## src/rtl/conv_serial_tx.sv

```systemverilog
module conv_serial_tx #(
  parameter int RES_W = 12,
  parameter int PAD_W = 4
) (
  input  logic             clk,
  input  logic             rst_n,
  input  logic             conv_start,
  input  logic             free_run,
  input  logic [RES_W-1:0] result,
  output logic             sclk_oe,
  output logic             strb_oe,
  output logic             data_oe,
  output logic             busy
);

  localparam int WORD_W = RES_W + PAD_W;
  localparam int CNT_W  = $clog2(WORD_W + 1);
  localparam logic [CNT_W-1:0] LAST_FALL = CNT_W'(WORD_W);

  logic              start_q;
  logic              ph;
  logic [CNT_W-1:0]  falls;
  logic [WORD_W-1:0] sh;

  wire start_rise = conv_start & ~start_q;
  wire load       = start_rise & ~busy;

  always_ff @(posedge clk or negedge rst_n) begin
    if (!rst_n) begin
      start_q <= 1'b0;
      busy    <= 1'b0;
      ph      <= 1'b1;
      falls   <= '0;
      sh      <= '0;
    end else begin
      start_q <= conv_start;
      if (load) begin
        busy  <= 1'b1;
        ph    <= 1'b1;
        falls <= '0;
        sh    <= {{PAD_W{1'b0}}, result};
      end else begin
        ph <= (busy | free_run) ? ~ph : 1'b1;
        if (busy) begin
          if (ph)                       falls <= falls + 1'b1;
          else if (falls == LAST_FALL)  busy  <= 1'b0;
          else                          sh    <= {sh[WORD_W-2:0], 1'b0};
        end
      end
    end
  end

  assign sclk_oe = (busy | free_run) & ~ph;
  assign strb_oe = busy;
  assign data_oe = busy & ~sh[WORD_W-1];

  p_pad_zero_r3: assert property (@(posedge clk) disable iff (!rst_n)
    (busy && falls < CNT_W'(PAD_W)) |-> data_oe);

  p_data_hold_r4: assert property (@(posedge clk) disable iff (!rst_n)
    (busy && !sclk_oe && falls != LAST_FALL) |=> $stable(data_oe));

  p_len_r5: assert property (@(posedge clk) disable iff (!rst_n)
    $fell(busy) |-> $past(falls) == LAST_FALL);

  p_idle_release_r6: assert property (@(posedge clk) disable iff (!rst_n)
    (!free_run && !busy) |-> !sclk_oe);

  p_free_toggle_r7: assert property (@(posedge clk) disable iff (!rst_n)
    (free_run && $past(free_run)) |-> ($rose(busy) || sclk_oe != $past(sclk_oe)));

  p_ignore_r8: assert property (@(posedge clk) disable iff (!rst_n)
    (busy && start_rise && ph) |=> (busy && falls == $past(falls) + 1'b1));

endmodule

```

## config.mk

```make
export PLATFORM = sky130hd
export DESIGN_NAME = conv_serial_tx
export DESIGN_NICKNAME = d
export VERILOG_FILES = /design/src/rtl/conv_serial_tx.sv
export SDC_FILE = /design/constraint.sdc
export NUM_CORES = 1
export LEC_CHECK = 0
export BUFFER_PORTS_ARGS = -buffer_cell sky130_fd_sc_hd__buf_2
export CAP_MARGIN = 15
export CORE_AREA = 10 10 60 62
export DETAILED_ROUTE_END_ITERATION = 6
export DIE_AREA = 0 0 70 72
export PLACE_DENSITY = 0.78
export SETUP_SLACK_MARGIN = 0.3
export SYNTH_ARGS = -nofsm -noshare
export SYNTH_HDL_FRONTEND = slang
export SYNTH_SLANG_ARGS = --single-unit
```

## constraint.sdc

```tcl
create_clock -name clk -period 3.5 [get_ports clk]
set_input_delay 0.175 -clock clk [delete_from_list [all_inputs] [get_ports clk]]
set_output_delay 0.175 -clock clk [all_outputs]
set_load 0.02 [all_outputs]
```

Word-level counts from Yosys, hierarchy flattened
Cells that the tools add are included.
- register bits: 24
- latch bits: 0
- RAM bits: 0
- ROM bits: 0
- output and inout port bits: 4
- memories: 0
- add/subtract/negate cells: 1
- multiply operators: 0
- divide/modulo/power cells: 0
- magnitude comparators: 0
- equality and inequality tests: 3
- shift operators: 0
- muxes and demuxes: 13
- bitwise operators: 9
- reductions and logical operators: 4
- operators by type and width (cell ; number):
    $mux W16 ; 4
    $mux W5 ; 3
    $mux W1 ; 6
    $add A5 B1 Y5 const B ; 1
    $eq A5 B5 Y1 const B ; 1
    $and A1 B1 Y1 ; 4
    $not A1 Y1 ; 4
    $reduce_bool A2 Y1 ; 2
    $reduce_and A3 Y1 ; 1
    $ne A2 B1 Y1 const B ; 1
    $ne A2 B2 Y1 const B ; 1
    $reduce_and A2 Y1 ; 1
    $or A1 B1 Y1 ; 1

Longest topological paths before layout
- depth after elaboration: 5
- mapped depth: 7
- depth with buffers taken out: 5

Least setup slack after synthesis
No wires, ideal clock.
- kind: register to register
- from: register falls[0]
- to: register sh[11]
- library setup time: 0.126 ns
- data arrival time: 1.660 ns
- required time: 3.374 ns
- path slack: 1.714 ns
- stages on the path, launching flop included: 8
- clock period less this slack: 1.786 ns
- path through: dfrtp_1 inv_1 ha_1 nor4bb_4 or3b_1 buf_6 buf_6 a221o_1
- cells in the longest elaborated chain, start to end: 3
- RTL lines (item ; RTL line ; source):
    start, declared ; 22 ; logic [CNT_W-1:0] falls;
    start signal, assigned ; 45 ; if (ph) falls <= falls + 1'b1;
    $eq A5 B5 Y1 ; 46 ; else if (falls == LAST_FALL) busy <= 1'b0;
    $ne A2 B2 Y1 (no line) ; -- ;
    $reduce_and A3 Y1 (no line) ; -- ;
    end signal, assigned ; 41 ; sh <= {{PAD_W{1'b0}}, result};
    end signal, assigned ; 47 ; else sh <= {sh[WORD_W-2:0], 1'b0};
    end, declared ; 23 ; logic [WORD_W-1:0] sh;
Every way passes these cells.
A chain may end at the register's enable or synchronous reset.

Worst setup path after layout
- from: register falls[0]
- to: register sh[13]
Same word-level chain as after synthesis.

==> flow_summary_export.csv <==
group,metric,value,unit
setup_path,crit_fanout,16,
die,fp-row-count,18,
setup_path,worstRegToRegCells,5,
yosys,synthDistinctLibCells,31,
routing,postRouteAntennaNets,0,
timing,tightestPinTransition,0.8719,ns
setup_path,crit_path_end_kind,"flop",
routing,post_drt_wl_per_cell,16.62,um
setup_path,required,3.73,ns
min_path,min_path_cells,2,
finish,synthToLayoutAreaGrowth,11.10,%
timing,fin_crit_sh,67.95,%
finish,n_antenna_cell,0,
min_path,hold_end,"sh[0]$_DFFE_PN0P_",
timing,hold_slack,0.07448,ns
clock_tree,path_clk_slew,0.14,ns
timing,rsz0062_at_grt,"false",
routing,wl_met1,1.187,mm
finish,final_nets,147,
die,core_area,2432,um2
clock_tree,cts.sinks,24,
min_path,hold_start,"result[0]",
routing,drc,0,
placement,globalplace.congestion,0.6999,
setup_path,reg2reg_to,"sh[13]$_DFFE_PN0P_",
die,die-area,5040,um2
clock_tree,numCtsBuffers,3,
power_and_ir_drop,internal_power,0.0007793,W
power_and_ir_drop,p_clk_share,16.5,%
die,dieWidth,70,um
clock_tree,postCtsResizedCells,0,
finish,drive_gt1_share,25.00,%
yosys,synthArstFlopShare,100.0,%
yosys,syn_nets,130,
routing,routed.top_layer,"met4",
yosys,synthFlopType,"dfrtp_1",
timing,relSlewSlack,41.62,%
yosys,ys_seq_area_share,47.25,%
min_path,hold_path_class,"in -> reg",
setup_path,critPathKind,"reg -> reg",
yosys,synth_commonest_cells,"dfrtp_1 (23), a221o_1 (11), and2_1 (11)",
setup_path,crit_start,"falls[0]$_DFFE_PN0P_",
setup_path,r2r-start,"falls[0]$_DFFE_PN0P_",
power_and_ir_drop,power_leakage,0.6638,nW
grt,grt_use_total,10.57,%
yosys,syn_area_per_cell,11.37,um2
routing,wirelength,2.626,mm
timing,hold_viol_final,0,
power_and_ir_drop,peakVddDrop,0.0005025,V
yosys,synth_edf_count,0,
run,drv_cap,0,
setup_path,cp-start-kind,"flop",
grt,grt_pass1_vias,929,
power_and_ir_drop,p_per_area,865.3,nW/um2
clock_tree,cts_tree,"built",
power_and_ir_drop,power_frac_comb,41.2,%
power_and_ir_drop,seqPwrFrac,42.3,%
grt,grt_overflow,0,
yosys,yosysTopAreaCell,"dfrtp_1",
timing,finalSetupViolCount,0,
setup_path,reg2reg_setup_slack,1.12,ns
yosys,synth_top_area_share,45.19,%
die,num_io_pins,20,
routing,via_per_inst,5.823,
routing,drt_iter0_markers,51,
clock_tree,clk_path_buf_depth,2,
routing,vias,920,
yosys,synthCells,112,
die,die_h,72,um
clock_tree,root_buffer,"clkbuf_4",
placement,io_buffers,19,
finish,n_fill_cell,212,
routing,dr_wl_met2,1.292,mm
timing,slew_viol_final,0,
timing,finalSetupTns,0,ns
placement,hpwl,1.759,mm
grt,grt_start_max_net_pins,25,
yosys,ys_ff_latch,24,
grt,grt_antenna_before_repair,0,
yosys,yosys-top-cells-area,"dfrtp_1 (45%), a221o_1 (8.6%), nor4bb_1 (5.5%)",
yosys,yosys_warnings,0,
grt,grt_pass1_wl,4.478,mm
timing,finClkSkew,0.01039,ns
power_and_ir_drop,switchingPower,0.0004452,W
routing,met3RoutedLength,130,um
routing,firstDrtPassIters,4,
power_and_ir_drop,p_sw_share,36.36,%
setup_path,cp_data_arrival_time,2.61,ns
timing,fin_crit,2.378,ns
clock_tree,cts_max_level,1,
yosys,yosysMostFrequentCell,"dfrtp_1",
timing,timing.fmax,420.5,MHz
clock_tree,insertion_delay,0.32,ns
die,start_util,52.37,%
yosys,synthesis.area,1274,um2
run_status,outcome,"completed",
-- power by group through the flow --
stage / combinational (W) / clock [W] / sequential [W]
finish: 0.000505 / 0.000202 / 0.000518
detailed placement: 0.000507 / 0 / 0.000518
global placement: 0.000485 / 0 / 0.000514
floorplan: 0.000475 / 0 / 0.000466
CTS: 0.000511 / 0.000206 / 0.000514
global route: 0.000558 / 0.000217 / 0.000538
-- worst max path at each step --
stage                    endpoint  slack (ns)
2_1_floorplan  sh[11]$_DFFE_PN0P_        1.71
3_3_place_gp   sh[13]$_DFFE_PN0P_        1.23
3_5_place_dp   sh[13]$_DFFE_PN0P_        1.16
4_1_cts        sh[13]$_DFFE_PN0P_        1.14
5_1_grt        sh[13]$_DFFE_PN0P_        0.99
6_report       sh[13]$_DFFE_PN0P_        1.12
-- cell usage in the layout (no fill, tap or decap), drive strengths merged --
cell type	instances
a21o	1
a21oi	2
a221o	11
a22o	1
and2	11
and4bb	4
buf	20
bufinv	1
clkbuf	3
dfrtp	23
dfstp	1
dlygate4sd3	2
ha	2
inv	5
mux2	1
mux2i	4
nand2	7
nand2b	1
nand3	4
nand3b	1
nor2	4
nor2b	1
nor3b	1
nor4bb	8
o21ai	3
o2bb2ai	1
or2b	1
or3	2
or3b	2
-- critical path: stages, from the launching register on --
cell      delay, ns
dfrtp_1        0.45
inv_1          0.07
ha_1           0.14
nor4bb_4       0.62
or3b_1         0.60
mux2_2         0.40
-- layer usage --
layer / GRT usage (%) / vias up
li1: - / 442
met1: 13.07 / 447
met2: 17.52 / 29
met3: 3.673 / 2
met4: 1.974 / 0
met5: 0 / -
-- repair_timing --
action                                 4_1_cts  5_1_grt
hold buffers                                 2        0
buffers inserted                             0        0
endpoints found under the hold margin       24        0
-- metrics by stage --
step / util [%] / cells / power (W) / instance area (um2) / setup WS, ns
after floorplan: - / 112 / 0.0009412 / 1274 / 1.714
after global placement: 55.20 / 152 / 0.0009988 / 1343 / 1.231
after detailed placement: 55.20 / 152 / 0.001025 / 1343 / 1.163
after CTS: 58.18 / 158 / 0.001232 / 1415 / 1.145
after global routing: 58.18 / 158 / 0.001313 / 1415 / 0.9857
final: 58.18 / 158 / 0.001224 / 1415 / 1.122
-- final cells by class --
type | count | area, um2 | share of cell area, %
Timing Repair Buffer | 22 | 122.6 | 8.665
Clock buffer | 3 | 22.52 | 1.592
Multi-Input combinational cell | 73 | 581.8 | 41.11
Sequential cell | 24 | 601.8 | 42.53
Clock inverter | 1 | 30.03 | 2.122
Tap cell | 30 | 37.54 | 2.653
Inverter | 5 | 18.77 | 1.326
-- flip-flops by register name, indices dropped and copies added, names as in the netlist --
register	flops
busy	1
ph	1
start_q	1
falls	5
sh	16
-- logic make-up (layout without fill, tap and decap cells) --
kind of cell	Yosys count	in the layout	synth area share [%]
DFF	24	24	47.25
buffers and inverters	15	31	7.072
AOI/OAI and AO/OA	19	19	12.57
adders and majority gates	2	2	1.964
and+or+nand+nor	47	47	27.11
muxes	5	5	4.028
Power figures use the tool's default switching activity.
